File: src/rtl/sram_ctl_pkg.sv
package sram_ctl_pkg;

   typedef enum logic [2:0] {
      ST_IDLE,
      ST_SETUP,
      ST_WR,
      ST_RD,
      ST_TURN,
      ST_RET,
      ST_RECOV
   } sram_st_e;

   // nanosecond figures of one speed grade
   typedef struct packed {
      int cycle_ns;     // minimum read and write cycle
      int wpulse_ns;    // minimum write strobe width
      int dsetup_ns;    // minimum data setup before write end
      int aacc_ns;      // maximum address to data
      int oeacc_ns;     // maximum enable to data
      int oehiz_ns;     // maximum drive after enable release
      int cshiz_ns;     // maximum drive after select release
   } sram_tim_t;

   localparam sram_tim_t TIM_FAST = '{cycle_ns: 30, wpulse_ns: 22, dsetup_ns: 18,
                                      aacc_ns: 30, oeacc_ns: 12, oehiz_ns: 8, cshiz_ns: 15};
   localparam sram_tim_t TIM_SLOW = '{cycle_ns: 45, wpulse_ns: 35, dsetup_ns: 20,
                                      aacc_ns: 45, oeacc_ns: 15, oehiz_ns: 15, cshiz_ns: 20};

   function automatic int imax(input int a, input int b);
      return (a > b) ? a : b;
   endfunction

   // ceiling division; any nonzero figure yields at least one cycle
   function automatic int ns2cyc(input int ns, input int clk_ns);
      if (ns <= 0) return 0;
      return (ns + clk_ns - 1) / clk_ns;
   endfunction

endpackage

File: src/rtl/sram_ctl_timer.sv
module sram_ctl_timer #(
   parameter int CNT_W = 3
) (
   input  logic             clk,
   input  logic             rst_n,
   input  logic             load,
   input  logic [CNT_W-1:0] load_val,
   output logic             zero
);

   logic [CNT_W-1:0] cnt_q;

   always_ff @(posedge clk) begin
      if (!rst_n) begin
         cnt_q <= '0;
      end else if (load) begin
         cnt_q <= load_val;
      end else if (cnt_q != '0) begin
         cnt_q <= cnt_q - 1'b1;
      end
   end

   assign zero = (cnt_q == '0);

endmodule

File: src/rtl/sram_ctl_dp.sv
module sram_ctl_dp #(
   parameter int ADDR_W = 17,
   parameter int DATA_W = 8
) (
   input  logic              clk,
   input  logic              rst_n,
   input  logic              accept,
   input  logic              capture,
   input  logic              wr_i,
   input  logic [ADDR_W-1:0] addr_i,
   input  logic [DATA_W-1:0] wdata_i,
   input  logic [DATA_W-1:0] dq_in,
   output logic              wr_q,
   output logic [ADDR_W-1:0] addr_q,
   output logic [DATA_W-1:0] wdata_q,
   output logic [DATA_W-1:0] rdata_q
);

   always_ff @(posedge clk) begin
      if (!rst_n) begin
         wr_q    <= 1'b0;
         addr_q  <= '0;
         wdata_q <= '0;
      end else if (accept) begin
         wr_q    <= wr_i;
         addr_q  <= addr_i;
         wdata_q <= wdata_i;
      end
   end

   always_ff @(posedge clk) begin
      if (!rst_n) begin
         rdata_q <= '0;
      end else if (capture) begin
         rdata_q <= dq_in;
      end
   end

endmodule

File: src/rtl/sram_ctl.sv
module sram_ctl
   import sram_ctl_pkg::*;
#(
   parameter int CLK_NS     = 10,
   parameter bit FAST_GRADE = 1'b1,
   parameter int ADDR_W     = 17,
   parameter int DATA_W     = 8
) (
   input  logic              clk,
   input  logic              rst_n,
   input  logic              req,
   input  logic              wr,
   input  logic [ADDR_W-1:0] addr,
   input  logic [DATA_W-1:0] wdata,
   input  logic              retain,
   output logic              done,
   output logic [DATA_W-1:0] rdata,
   output logic [ADDR_W-1:0] mem_addr,
   output logic              mem_cs1_n,
   output logic              mem_cs2,
   output logic              mem_we_n,
   output logic              mem_oe_n,
   output logic [DATA_W-1:0] mem_dq_out,
   input  logic [DATA_W-1:0] mem_dq_in,
   output logic              mem_dq_oe
);

   localparam sram_tim_t TIM = FAST_GRADE ? TIM_FAST : TIM_SLOW;
   localparam int WR_N  = ns2cyc(imax(TIM.wpulse_ns, TIM.dsetup_ns), CLK_NS);
   localparam int RD_N  = ns2cyc(imax(TIM.aacc_ns, TIM.oeacc_ns), CLK_NS);
   localparam int HIZ_N = ns2cyc(imax(TIM.oehiz_ns, TIM.cshiz_ns), CLK_NS);
   localparam int CYC_N = ns2cyc(TIM.cycle_ns, CLK_NS);
   localparam int TW_N  = imax(imax(HIZ_N, CYC_N - 1 - WR_N), 1);
   localparam int TR_N  = imax(imax(HIZ_N, CYC_N - 1 - RD_N), 1);
   localparam int REC_N = imax(CYC_N, 1);
   localparam int MAX_N = imax(imax(WR_N, RD_N), imax(imax(TW_N, TR_N), REC_N));
   localparam int CNT_W = $clog2(MAX_N + 1);

   if (CLK_NS < 1) begin : g_bad_clk
      $error("sram_ctl: CLK_NS must be at least 1");
   end
   if (ADDR_W < 1 || DATA_W < 1) begin : g_bad_width
      $error("sram_ctl: address and data widths must be positive");
   end

   sram_st_e         st_q, st_d;
   logic             ld, zero, accept, capture, sel, wr_q;
   logic [CNT_W-1:0] ld_val;

   sram_ctl_timer #(.CNT_W(CNT_W)) u_timer (
      .clk      (clk),
      .rst_n    (rst_n),
      .load     (ld),
      .load_val (ld_val),
      .zero     (zero)
   );

   sram_ctl_dp #(.ADDR_W(ADDR_W), .DATA_W(DATA_W)) u_dp (
      .clk     (clk),
      .rst_n   (rst_n),
      .accept  (accept),
      .capture (capture),
      .wr_i    (wr),
      .addr_i  (addr),
      .wdata_i (wdata),
      .dq_in   (mem_dq_in),
      .wr_q    (wr_q),
      .addr_q  (mem_addr),
      .wdata_q (mem_dq_out),
      .rdata_q (rdata)
   );

   always_comb begin
      st_d    = st_q;
      ld      = 1'b0;
      ld_val  = '0;
      accept  = 1'b0;
      capture = 1'b0;
      done    = 1'b0;
      unique case (st_q)
         ST_IDLE: begin
            if (retain) begin
               st_d = ST_RET;
            end else if (req) begin
               st_d   = ST_SETUP;
               accept = 1'b1;
            end
         end
         ST_SETUP: begin
            ld = 1'b1;
            if (wr_q) begin
               st_d   = ST_WR;
               ld_val = CNT_W'(WR_N - 1);
            end else begin
               st_d   = ST_RD;
               ld_val = CNT_W'(RD_N - 1);
            end
         end
         ST_WR: begin
            if (zero) begin
               st_d   = ST_TURN;
               ld     = 1'b1;
               ld_val = CNT_W'(TW_N - 1);
            end
         end
         ST_RD: begin
            if (zero) begin
               st_d    = ST_TURN;
               ld      = 1'b1;
               ld_val  = CNT_W'(TR_N - 1);
               capture = 1'b1;
            end
         end
         ST_TURN: begin
            if (zero) begin
               st_d = ST_IDLE;
               done = 1'b1;
            end
         end
         ST_RET: begin
            if (!retain) begin
               st_d   = ST_RECOV;
               ld     = 1'b1;
               ld_val = CNT_W'(REC_N - 1);
            end
         end
         ST_RECOV: begin
            if (retain) begin
               st_d = ST_RET;
            end else if (zero) begin
               st_d = ST_IDLE;
            end
         end
         default: st_d = ST_IDLE;
      endcase
   end

   always_ff @(posedge clk) begin
      if (!rst_n) begin
         st_q <= ST_IDLE;
      end else begin
         st_q <= st_d;
      end
   end

   // strobes decode straight from the state register
   assign sel       = (st_q == ST_SETUP) || (st_q == ST_WR) || (st_q == ST_RD);
   assign mem_cs1_n = !sel;
   assign mem_cs2   = sel;
   assign mem_we_n  = (st_q != ST_WR);
   assign mem_oe_n  = (st_q != ST_RD);
   assign mem_dq_oe = (st_q == ST_WR);

   // ---------------- checking logic ----------------
   logic [CNT_W:0] we_len_q;
   logic [CNT_W:0] oe_gap_q;

   always_ff @(posedge clk) begin
      if (!rst_n) begin
         we_len_q <= '0;
         oe_gap_q <= (CNT_W+1)'(HIZ_N);
      end else begin
         if (!mem_we_n) begin
            if (we_len_q != '1) we_len_q <= we_len_q + 1'b1;
         end else begin
            we_len_q <= '0;
         end
         if (!mem_oe_n) begin
            oe_gap_q <= '0;
         end else if (oe_gap_q < (CNT_W+1)'(HIZ_N)) begin
            oe_gap_q <= oe_gap_q + 1'b1;
         end
      end
   end


   rw_excl_chk: assert property (@(posedge clk) disable iff (!rst_n)
      !(!mem_we_n && !mem_oe_n));


   drive_sel_chk: assert property (@(posedge clk) disable iff (!rst_n)
      mem_dq_oe |-> (!mem_we_n && !mem_cs1_n && mem_cs2));


   bus_gap_chk: assert property (@(posedge clk) disable iff (!rst_n)
      mem_dq_oe |-> (oe_gap_q >= (CNT_W+1)'(HIZ_N)));


   we_width_chk: assert property (@(posedge clk) disable iff (!rst_n)
      $rose(mem_we_n) |-> (we_len_q >= (CNT_W+1)'(WR_N)));


   ret_hold_chk: assert property (@(posedge clk) disable iff (!rst_n)
      (retain && mem_cs1_n) |=> (!retain || (mem_cs1_n && !mem_cs2 && mem_oe_n)));


   addr_stable_chk: assert property (@(posedge clk) disable iff (!rst_n)
      (!mem_cs1_n && $past(!mem_cs1_n)) |-> $stable(mem_addr));


   done_pulse_chk: assert property (@(posedge clk) disable iff (!rst_n)
      done |=> !done);

endmodule

File: config.mk
export PLATFORM = sky130hd
export DESIGN_NAME = sram_ctl
export DESIGN_NICKNAME = d
export VERILOG_FILES = /design/src/rtl/sram_ctl_pkg.sv /design/src/rtl/sram_ctl_timer.sv /design/src/rtl/sram_ctl_dp.sv /design/src/rtl/sram_ctl.sv
export SDC_FILE = /design/constraint.sdc
export NUM_CORES = 1
export LEC_CHECK = 0
export ABC_AREA = 0
export CORE_ASPECT_RATIO = 1.75
export CORE_MARGIN = 1.5
export CORE_UTILIZATION = 44
export DETAILED_ROUTE_END_ITERATION = 10
export GPL_TIMING_DRIVEN = 1
export PLACE_DENSITY = 0.84
export SETUP_SLACK_MARGIN = 0.2
export SLEW_MARGIN = 20
export SYNTH_ARGS = -nofsm -noshare
export SYNTH_HDL_FRONTEND = slang
export SYNTH_HIERARCHICAL = 1
export SYNTH_SLANG_ARGS = --single-unit
File: constraint.sdc
create_clock -name clk -period 4 [get_ports clk]
set_clock_uncertainty 0.15 [all_clocks]
set_input_delay 0.8 -clock clk [delete_from_list [all_inputs] [get_ports clk]]
set_output_delay 0.8 -clock clk [all_outputs]
set_load 0.02 [all_outputs]
==> results of run 1 <==
[report_power, final]
group / internal, uW / switching (uW)
registers: 453 / 68.9
clock network: 135 / 121
logic: 311 / 286
total: 899 / 476
[state kept, by name, summed over array words and instances, names as in the netlist]
signal,cells
u_dp/addr_q,17
u_dp/wdata_q,8
u_timer/cnt_q,2
u_dp/wr_q,1
st_q,3
u_dp/rdata_q,8
[cell families (layout without fill, tap and decap cells)]
logic type | count (synthesis) | count (layout) | share of synthesized area
DFF | 39 | 39 | 0.456
xor gates and xnor gates | 2 | 2 | 0.0102
buffers and inverters | 16 | 91 | 0.0665
adders and majority gates | 1 | 1 | 0.00730
AOI/OAI and AO/OA | 11 | 11 | 0.0497
and+or+nand+nor | 58 | 58 | 0.212
muxes | 34 | 34 | 0.199
[area by class of cell]
cell class / instances / area, um2 / area share
clock buffer: 6 / 82.6 / 0.0324
multi-input combinational: 106 / 827 / 0.324
timing repair buffer: 78 / 776 / 0.304
sequential: 39 / 781 / 0.306
inverter: 6 / 22.5 / 0.00883
tap: 46 / 57.6 / 0.0226
clock inverter: 1 / 5.00 / 0.00196
[through the flow]
step	hold WS, ns	util	total power, uW	std cells	setup slack, ns
final	0.367	0.696	1380	282	1.16
after floorplan	0.333	-	935	161	2.03
after global placement	0.344	0.672	1110	275	1.32
after global routing	0.394	0.696	1460	282	1.06
after CTS	0.375	0.696	1390	282	1.17
after detailed placement	0.357	0.672	1130	275	1.24
[final timing paths]
| check | depth (start not counted) | to |
|---|---|---|
| setup / recovery | 4 | mem_dq_oe |
| setup reg to reg | 5 | u_dp/addr_q[13] |
| hold reg to reg | 2 | u_dp/addr_q[7] |
| hold / removal | 2 | u_dp/addr_q[7] |
[layout by cell type, fill, tap and decap left out, types with 2 or more instances in the layout]
master	n
a21oi_1	3
and3_1	3
buf_4	2
clkbuf_8	6
clkdlybuf4s50_1	76
dfxtp_1	39
inv_1	6
mux2i_1	34
nand2_1	4
nand2b_1	3
nand3_1	3
nor2_1	3
nor2b_1	36
o21ai_1	2
xor2_1	2
[layer usage]
metal,wire length (um),vias to the layer above
li1,-,684
met1,1410,608
met2,1850,44
met3,201,4
met4,57,0
met5,0,-
[critical path, stage by stage, from the launching register on]
cell	delay [ns]
dfxtp_1	0.54
nor2b_1	0.27
nand2b_1	0.11
inv_1	0.09
clkdlybuf4s50_1	0.62
==> qor.csv, run 1 <==
stage,metric,value,unit
placed_design,port bufs,76,
sta,Fin. Hold Viols,0,
cells_and_area,Ant. Diodes,0,
route,final WL,3.52,mm
floorplan,Top Ports,77,
floorplan,Die Y,85.5,um
clock_tree,CTS Buf Count,5,
clock_tree,cts hold-fix bufs,0,
yosys,Synth Area per Inst,10.6,um2
cells_and_area,Nets,275,
clock_tree,Max Buffers Root-to-Sink,2,
global_routing,met3 Use GR,0.0610,
yosys,Synth Register Bits,39,
global_routing,GRT busiest layer,met2,
sta,unrepaired setup endpoints after global routing,false,
sta,f_max,0.352,GHz
route,drc violations,0,
yosys,"Seq/Total Area, Yosys",0.456,
clock_tree,postcts setup bufs,0,
hold_path,HP Class,flop to flop,
clock_tree,TritonCTS clock tree,yes,
floorplan,DIE AREA,0.00429,mm2
critical_path,"Req. time, crit path",3.05,ns
yosys,"count leader, synth",dfxtp_1,
placed_design,Placement Cell Area,0.00246,mm2
yosys,cell taking the most area after synthesis,dfxtp_1,
sta,Finish-stage setup viols,0,
yosys,Most used DFF post-synth,dfxtp_1,
clock_tree,Worst-Skew Late Latency,0.28,ns
critical_path,CP Class,flop to primary output,
route,drt initial violations,17,
power_and_ir_drop,Power Dens Cells,539,mW/mm2
route,vias per inst,4.75,
hold_path,Hold Crit Start,u_dp/addr_q[7],
clock_tree,clock sinks,39,
placed_design,GPL Wtd Cong,0.799,
sta,Final Slew Violations,0,
power_and_ir_drop,Worst VDD drop,0.511,mV
sta,final setup TNS,0,ns
floorplan,Placeable Area,0.00366,mm2
route,DR vias,1340,
global_routing,"Remaining Overflow, GRT",0,
sta,worst-margin pin slew,0.598,ns
critical_path,Worst R2R Start,st_q[1],
route,Pre-antenna DRT Iters,4,
clock_tree,Resized cells post-CTS,0,
yosys,"EDFF count, synth",0,
floorplan,Initial Utilization,0.467,
yosys,Cells after Synth,161,
global_routing,initial antenna violation count,0,
floorplan,DIE WIDTH,50.2,um
floorplan,Rows,29,
cells_and_area,final instance area,0.00255,mm2
critical_path,CP startpoint,st_q[1],
cells_and_area,Area growth syn-to-layout,48.9,%
global_routing,GR Util met2,0.298,
global_routing,pin count of the biggest net entering global routing,25,
sta,Slew Limit Headroom,0.600,
cells_and_area,FILL cells,294,
yosys,Area contributors post-synth,"dfxtp_1 46%, mux2i_1 20%, nor2b_1 13%, buf_12 2.3%, buf_6 1.3%",
cells_and_area,share of post-route cells with drive strength above 1,0.0593,
clock_tree,clk slew on worst S/H paths,0.07,ns
clock_tree,H-tree depth,2,
yosys,Post-Syn Area,0.00171,mm2
critical_path,crit path DAT,1.89,ns
critical_path,Crit Path Max Fanout,11,
critical_path,Worst Setup End Kind,primary output,
global_routing,met1 global-route usage,0.161,
yosys,post-synth top area share,0.456,
job,max_cap viols,0,
yosys,Synth cell types,30,
critical_path,flop-to-flop setup slack,1.87,ns
sta,Final Cycle Share,0.711,
global_routing,first-pass GRT wire length,5.47,mm
route,Wirelength per Cell,12.5,um
sta,Tmin final,2.84,ns
global_routing,GRT Total Usage,0.170,
route,Final ANT Viol Nets,0,
yosys,Synth Net Count,200,
status,status,finished clean,
critical_path,CP startpoint kind,flop,
placed_design,Final HPWL DP,2.60,mm
power_and_ir_drop,Leak Pwr,0.000907,uW
yosys,asr flop ratio synth,0,
yosys,most frequent cells after synthesis,"39 x dfxtp_1, 36 x nor2b_1, 34 x mux2i_1",
clock_tree,clock root cell,clkbuf_8,
yosys,YS warnings,6,
global_routing,vias in the first global route,1294,
Note: power is estimated with default switching activity, not from simulation.
==> run 2, diff against run 1 <==
--- a/config.mk
+++ b/config.mk
@@ -8,10 +8,10 @@
 export ABC_AREA = 0
 export CORE_ASPECT_RATIO = 1.75
 export CORE_MARGIN = 1.5
-export CORE_UTILIZATION = 44
+export CORE_UTILIZATION = 41
 export DETAILED_ROUTE_END_ITERATION = 10
 export GPL_TIMING_DRIVEN = 1
-export PLACE_DENSITY = 0.84
+export PLACE_DENSITY = 0.79
 export SETUP_SLACK_MARGIN = 0.2
 export SLEW_MARGIN = 20
 export SYNTH_ARGS = -nofsm -noshare
==> constraint.sdc (replaced) <==
create_clock -name clk -period 2.75 [get_ports clk]
set_clock_uncertainty 0.15 [all_clocks]
set_input_delay 0.55 -clock clk [delete_from_list [all_inputs] [get_ports clk]]
set_output_delay 0.55 -clock clk [all_outputs]
set_load 0.02 [all_outputs]
==> qor.csv, run 2 (synthesized netlist as in run 1, its figures left out) <==
stage,metric,value,unit
cells_and_area,"most common cell after layout, fill and taps aside",clkdlybuf4s50_1,
placed_design,pre-CTS WS,0.503,ns
hold_path,HP Class,flop to flop,
clock_tree,CTS Buf Count,5,
route,Final ANT Viol Nets,0,
clock_tree,H-tree depth,2,
floorplan,Initial Utilization,0.435,
critical_path,CP startpoint,st_q[1],
cells_and_area,"commonest non-fill, non-tap cells in the layout","76 x clkdlybuf4s50_1, 37 x dfxtp_1, 36 x nor2b_1, 34 x mux2i_1, 6 x inv_1",
clock_tree,Max Buffers Root-to-Sink,2,
sta,Finish-stage setup viols,0,
floorplan,DIE WIDTH,51.9,um
critical_path,Crit Path Max Fanout,11,
placed_design,Placement Cell Area,0.00247,mm2
global_routing,first-pass GRT wire length,5.78,mm
route,vias per inst,4.78,
sta,Final Cycle Share,0.874,
sta,Fin. Hold Viols,0,
sta,worst-margin pin slew,0.641,ns
clock_tree,cts hold-fix bufs,0,
status,status,finished clean,
sta,f_max,0.416,GHz
hold_path,Hold Crit Start,u_dp/wdata_q[6],
sta,Final WS setup,0.345,ns
clock_tree,TritonCTS clock tree,yes,
sta,Tmin final,2.40,ns
clock_tree,Worst-Skew Late Latency,0.28,ns
sta,final setup TNS,0,ns
critical_path,CP startpoint kind,flop,
route,Pre-antenna DRT Iters,4,
route,DR vias,1367,
placed_design,GPL Wtd Cong,0.855,
global_routing,met1 global-route usage,0.168,
floorplan,Die Y,88.5,um
placed_design,Final HPWL DP,2.79,mm
critical_path,Worst Setup End Kind,primary output,
clock_tree,clock sinks,39,
power_and_ir_drop,total power,2000,uW
floorplan,DIE AREA,0.00459,mm2
global_routing,vias in the first global route,1297,
cells_and_area,Ant. Diodes,0,
global_routing,GR Util met2,0.305,
global_routing,pin count of the biggest net entering global routing,23,
floorplan,Top Ports,77,
cells_and_area,"Most flops, register",u_dp/addr_q,
cells_and_area,max reg flops,17,
power_and_ir_drop,Leak Pwr,0.000908,uW
cells_and_area,Area growth syn-to-layout,49.5,%
critical_path,CP Class,flop to primary output,
sta,unrepaired setup endpoints after global routing,false,
route,Wirelength per Cell,12.8,um
global_routing,"Remaining Overflow, GRT",0,
cells_and_area,share of post-route cells with drive strength above 1,0.0714,
critical_path,critical path's largest stage delay,0.60,ns
global_routing,GRT Total Usage,0.168,
global_routing,GRT busiest layer,met2,
global_routing,initial antenna violation count,0,
route,final WL,3.68,mm
floorplan,Placeable Area,0.00394,mm2
route,drt initial violations,8,
cells_and_area,final instance area,0.00256,mm2
route,drc violations,0,
placed_design,port bufs,76,
global_routing,met3 Use GR,0.0507,
cells_and_area,Largest regs,"u_dp/addr_q (17), u_dp/rdata_q (8), u_dp/wdata_q (8)",
power_and_ir_drop,Worst VDD drop,0.562,mV
critical_path,slowest library cell on the worst path,clkdlybuf4s50_1,
sta,Final Slew Violations,0,
critical_path,Worst R2R Start,st_q[0],
job,max_cap viols,0,
cells_and_area,Nets,276,
clock_tree,clk slew on worst S/H paths,0.07,ns
critical_path,"Req. time, crit path",2.05,ns
sta,final hold slack,0.367,ns
critical_path,"Cell Chain, Critical Path",nor2b_1 -> nand2b_1 -> inv_1 -> clkdlybuf4s50_1,
floorplan,Rows,30,
critical_path,crit path DAT,1.70,ns
sta,Slew Limit Headroom,0.572,
power_and_ir_drop,Power Dens Cells,783,mW/mm2
clock_tree,clock root cell,clkbuf_8,
==> run 2: cell count changes in the layout (fill, tap and decap cells not counted), sizes merged <==
cell,before,now
buf,2,3
clkbuf,6,7
==> run 2: area by class of cell <==
| class | count | area, um2 |
|---|---|---|
| Clock buffer | 7 | 76.3 |
| Clock inverter | 1 | 5.00 |
| Fill cell | 356 | 1380 |
| Inverter | 6 | 22.5 |
| Multi-Input combinational cell | 106 | 830 |
| Sequential cell | 39 | 783 |
| Tap cell | 48 | 60.1 |
| Timing Repair Buffer | 79 | 783 |
==> run 2: path summary, 6_finish.rpt <==
check,end,slack [ns],cells past startpoint
worst max-delay path,mem_dq_oe,0.35,4
worst min-delay path,u_dp/wdata_q[6],0.37,2
worst max register to register,u_dp/addr_q[7],0.89,5
worst min register to register,u_dp/wdata_q[6],0.37,2
==> run 2: routing by layer <==
layer / wire length [um] / vias to the layer above
met5: 0 / -
met2: 1980 / 44
met1: 1430 / 629
met4: 84 / 0
li1: - / 686
met3: 188 / 8
==> run 2: worst max-delay path: cells and delay by family (launching register included) <==
| family | cells | cell delay (ns) |
|---|---|---|
| buffers and inverters | 2 | 0.67 |
| flip-flops | 1 | 0.43 |
| AND/OR/NAND/NOR | 2 | 0.32 |
==> run 2: stage by stage <==
stage,utilization,std cells
CTS,0.648,286
detailed placement,0.628,278
floorplan,-,161
global placement,0.628,278
finish,0.650,286
global route,0.650,286
==> run 2: report_power, final <==
| group | switching (uW) | internal [uW] |
|---|---|---|
| combinational | 418 | 461 |
| sequential | 99.5 | 662 |
| clock | 187 | 178 |
==> run 2: repair_timing <==
item / 4_1_cts / 5_1_grt
buffers inserted: 0 / 0
gates resized for setup: 0 / 3
setup endpoints to repair: 0 / 3
